File: src/rtl/twowire_reg_writer.sv
module twowire_reg_writer #(
  parameter logic [6:0] DEV_ADDR = 7'h3C
) (
  input  logic        clk,
  input  logic        rst_n,
  input  logic        scl_i,
  input  logic        sda_i,
  output logic        sda_oe,
  output logic        wr_en,
  output logic [15:0] wr_addr,
  output logic [7:0]  wr_data
);
  typedef enum logic [2:0] {P_IDLE, P_DEV, P_RHI, P_RLO, P_DATA, P_SKIP} phase_t;

  logic [2:0] scl_p, sda_p;
  logic       scl_s, scl_q, sda_s, sda_q;
  phase_t     phase;
  logic [2:0] cnt;
  logic [7:0] sh;
  logic [1:0] ack;
  logic [15:0] ptr;
  logic [7:0] byte_in;

  assign scl_s = scl_p[1];
  assign scl_q = scl_p[2];
  assign sda_s = sda_p[1];
  assign sda_q = sda_p[2];

  wire start    = scl_s & scl_q & sda_q & ~sda_s;
  wire stop     = scl_s & scl_q & ~sda_q & sda_s;
  wire scl_rise = scl_s & ~scl_q;
  wire scl_fall = ~scl_s & scl_q;
  wire rx_phase = (phase == P_DEV) || (phase == P_RHI) || (phase == P_RLO) || (phase == P_DATA);

  assign byte_in = {sh[6:0], sda_s};

  always_ff @(posedge clk or negedge rst_n) begin
    if (!rst_n) begin
      scl_p <= '1;
      sda_p <= '1;
    end else begin
      scl_p <= {scl_p[1:0], scl_i};
      sda_p <= {sda_p[1:0], sda_i};
    end
  end

  always_ff @(posedge clk or negedge rst_n) begin
    if (!rst_n) begin
      phase   <= P_IDLE;
      cnt     <= '0;
      sh      <= '0;
      ack     <= '0;
      ptr     <= '0;
      sda_oe  <= 1'b0;
      wr_en   <= 1'b0;
      wr_addr <= '0;
      wr_data <= '0;
    end else begin
      wr_en <= 1'b0;
      if (start) begin
        phase  <= P_DEV;
        cnt    <= '0;
        ack    <= '0;
        sda_oe <= 1'b0;
      end else if (stop) begin
        phase  <= P_IDLE;
        cnt    <= '0;
        ack    <= '0;
        sda_oe <= 1'b0;
      end else if (ack == 2'd1 && scl_fall) begin
        sda_oe <= 1'b1;
        ack    <= 2'd2;
      end else if (ack == 2'd2 && scl_fall) begin
        sda_oe <= 1'b0;
        ack    <= 2'd0;
      end else if (ack == 2'd0 && scl_rise && rx_phase) begin
        sh  <= byte_in;
        cnt <= cnt + 3'd1;
        if (cnt == 3'd7) begin
          ack <= 2'd1;
          case (phase)
            P_DEV: begin
              if (byte_in[7:1] == DEV_ADDR && !byte_in[0]) phase <= P_RHI;
              else begin
                phase <= P_SKIP;
                ack   <= 2'd0;
              end
            end
            P_RHI: begin
              ptr[15:8] <= byte_in;
              phase     <= P_RLO;
            end
            P_RLO: begin
              ptr[7:0] <= byte_in;
              phase    <= P_DATA;
            end
            default: begin
              wr_en   <= 1'b1;
              wr_addr <= ptr;
              wr_data <= byte_in;
              ptr     <= ptr + 16'd1;
            end
          endcase
        end
      end
    end
  end

  assert_strobe_single_R10: assert property (@(posedge clk) disable iff (!rst_n)
    wr_en |=> !wr_en);
  assert_strobe_after_rise_R5: assert property (@(posedge clk) disable iff (!rst_n)
    wr_en |-> $past(scl_rise));
  assert_quiet_when_unselected_R3: assert property (@(posedge clk) disable iff (!rst_n)
    (phase == P_SKIP || phase == P_IDLE) |-> !sda_oe);
  assert_oe_rise_scl_low_R9: assert property (@(posedge clk) disable iff (!rst_n)
    $rose(sda_oe) |-> !scl_s);
  assert_stop_release_R8: assert property (@(posedge clk) disable iff (!rst_n)
    stop |=> (!sda_oe && phase == P_IDLE));
  assert_start_restart_R2: assert property (@(posedge clk) disable iff (!rst_n)
    start |=> (phase == P_DEV && cnt == 3'd0));
  assert_pointer_wrap_R7: assert property (@(posedge clk) disable iff (!rst_n)
    (wr_en && wr_addr == 16'hFFFF) |-> ptr == 16'h0000);
endmodule

File: config.mk
export PLATFORM = sky130hd
export DESIGN_NAME = twowire_reg_writer
export DESIGN_NICKNAME = d
export VERILOG_FILES = /design/src/rtl/twowire_reg_writer.sv
export SDC_FILE = /design/constraint.sdc
export NUM_CORES = 1
export LEC_CHECK = 0
export ABC_CLOCK_PERIOD_IN_PS = 2300
export BUFFER_PORTS_ARGS = -buffer_cell sky130_fd_sc_hd__buf_2
export CAP_MARGIN = 10
export CORE_AREA = 2 2 104 106
export CTS_CLUSTER_SIZE = 24
export DETAILED_ROUTE_END_ITERATION = 6
export DIE_AREA = 0 0 106 108
export PLACE_DENSITY = 0.49
export SLEW_MARGIN = 20
export SYNTH_ARGS = -nofsm -noshare
export SYNTH_HDL_FRONTEND = slang
export SYNTH_SLANG_ARGS = --single-unit
File: constraint.sdc
create_clock -name clk -period 2.3 [get_ports clk]
set_input_delay 0.115 -clock clk [delete_from_list [all_inputs] [get_ports clk]]
set_output_delay 0.115 -clock clk [all_outputs]
set_load 0.01 [all_outputs]
==> metrics.cfg <==
[timing]
hold_violations = 0
finalCritPeriodShare = 0.852
setup_viol = 0
skew_ns = 0.00953
max_freq_mhz = 511
slew_headroom = 0.532
setup_tns_ns = 0
slew_viol_final = 0
finalCriticalPeriod_ns = 1.96
tightest_slew_ns = 0.695
rsz0062_at_grt = no

[synth]
yosysWarnings = 0
synth_most_common_cell = dfrtp_1
syn-num-nets = 279
synth-seq-area-share = 0.520
ys_top_cells_by_count = 57 x dfrtp_1, 25 x a21oi_1, 25 x nand2_1
synth_top_flop_cell = dfrtp_1
synthDistinctLibCells = 53
ys_async_sr_fraction = 1.00
synth_edf_count = 0
syn_area_um2 = 3050
avgSynthCellArea_um2 = 11.2
synthTopCellsByArea = dfrtp_1 47%, mux2_4 7.4%, mux2_2 5.5%
syn_inst = 272
yosysTopAreaCellShare = 0.468
synth-seq-cells = 63
yosys.area.top_type = dfrtp_1

[power]
p_per_area_nw_per_um2 = 796
ir_drop_uv = 307
p_leak_nw = 1.71

[worst_setup_path]
cpMaxStageDelayCell = dfrtp_1
critPathMaxStageDelay_ns = 0.49
crit_chain = nor2_1 > and2_2 > o21a_1 > mux2_2
reg2reg_setup_slack_ns = 0.34
reg2reg_depth = 4
start_kind = flop
rr_startpoint = phase[0]
reg2reg_to = sh[5]
worstSetupEndpointType = flop
worstPathMaxFanout = 13
worstPathRequired_ns = 2.53
crit_arrival_ns = 2.19
worstSetupPathType = flop to flop

[detailed_routing]
ant_nets = 0
drc = 0
totalWireLength_mm = 6.47
vias = 2165
firstDrtPassIters = 4
vias_per_cell = 4.85
drt-initial-drc-count = 75
wl_per_cell_um = 14.5

[grt]
grt_use_met3 = 0.0277
grt_overflow_total = 0
grtUsageMet2 = 0.186
grt_pass1_wl_mm = 10.6
top_usage_layer = met2
grt_max_degree = 30
grt_pass1_vias = 2085
grtUsageTotal = 0.121
antenna_found_initial = 0
grt_use_met1 = 0.159

[cells_and_area]
nNetsFinal = 312
nFillCells = 1030
final_layout_size_suffix_gt1_frac = 0.300
finalCoreUtilization = 0.352
area_growth_pct = 18.3
num_antenna_cells = 0

[floorplanning]
die_area_um2 = 11400
die_x_um = 106
core_area_um2 = 10200
initial_core_util = 0.298
die_y_um = 108
num_rows = 37
num_io_pins = 30

[clock_tree]
numCtsBuffers = 9
cts.clk_slew.worst_paths_ns = 0.08
cts_resized = 0
insertion_delay_ns = 0.35
max-clock-path-buffers = 2
root_buffer = clkbuf_8
htree_num_levels = 3
cts_tree = done
cts_sinks = 63

[placed_design]
place.gp.congestion = 0.792
place_hpwl_mm = 4.41
port_buffers = 29

[job]
cap_violations = 0

[min_path]
holdCritPathClass = input pin to asynchronous set/reset pin

[status]
status = completed

layout by cell type (no fill, tap or decap), types with 5 or more instances in the layout:
cell type	Yosys	layout
dfrtp_1	57	57
buf_2	5	29
nand2_1	25	25
a21oi_1	25	25
o21ai_0	15	15
mux2_2	15	15
mux2_4	15	15
nor2_1	14	14
nand3_1	12	12
clkbuf_8	0	9
inv_1	6	6
dfstp_2	6	6
nor4_1	5	5
o22ai_1	5	5
buf_4	1	5
worst max-delay path, delay by kind of cell (launching register included):
kind / cells / cell delay, ns
flops: 1 / 0.49
simple gates: 2 / 0.49
compound gates: 1 / 0.48
mux: 1 / 0.39
routing by layer:
metal  vias to the layer above  wire (um)
met4                         0        105
met3                         8        207
met5                         -          0
met2                        40       2930
li1                       1054          -
met1                      1063       3230
stage by stage:
step | power, W | area, um2 | cells | setup WS [ns] | hold WS [ns]
after global routing | 0.00301 | 3600 | 446 | 0.244 | 0.364
after floorplan | 0.00147 | 3050 | 272 | 0.577 | -0.181
final | 0.00287 | 3600 | 446 | 0.341 | 0.326
after detailed placement | 0.00159 | 3310 | 427 | 0.354 | 0.189
after CTS | 0.00291 | 3600 | 446 | 0.346 | 0.334
after global placement | 0.00158 | 3310 | 427 | 0.403 | 0.183
timing repair:
| action | 4_1_cts | 5_1_grt |
|---|---|---|
| buffers inserted | 0 | 0 |
| hold buffers | 3 | 0 |
| endpoints found under the hold margin | 24 | 0 |
| endpoints found under the setup margin | 0 | 0 |
sequential cells by signal, summed over array words and instances, names as in the netlist:
name and flops:
cnt 3, phase 3, sda_oe 1, wr_data 8, sh 7, ack 2
sda_p 3, wr_en 1, scl_p 3, wr_addr 16, ptr 16
report_power, final:
part	switching [W]	internal [W]
sequential	0.000169	0.00120
clock	0.000461	0.000833
combinational	0.0000902	0.000113
kinds of logic (layout without fill, tap and decap cells):
group                      count (synthesis)  in the layout  share of synthesized area
AOI/OAI and AO/OA                         68             68                      0.138
xor gates and xnor gates                   3              3                    0.00863
adders and majority gates                  3              3                     0.0123
buffers and inverters                     21             59                     0.0382
DFF                                       63             63                      0.520
muxes                                     33             33                      0.139
and+or+nand+nor                           81             81                      0.143
final cells by class:
type                       count  area, um2  area share
clock buffer                   9        124      0.0344
clock inverter                 7        145      0.0403
inverter                       6       22.5     0.00625
multi-input combinational    188       1350       0.373
sequential                    63       1580       0.439
tap                          136        170      0.0472
timing repair buffer          37        213      0.0590
how the worst max path moves through the flow:
| stage | startpoint | endpoint | slack [ns] | cells after the start |
|---|---|---|---|---|
| floorplan | scl_p[1] | wr_addr[0] | 0.58 | 6 |
| global placement | phase[0] | sh[4] | 0.40 | 4 |
| detailed placement | phase[0] | sh[6] | 0.35 | 4 |
| CTS | phase[0] | sh[4] | 0.35 | 4 |
| global route | phase[0] | sh[5] | 0.24 | 4 |
| finish | phase[0] | sh[5] | 0.34 | 4 |
(Power assumes the default switching activity.)
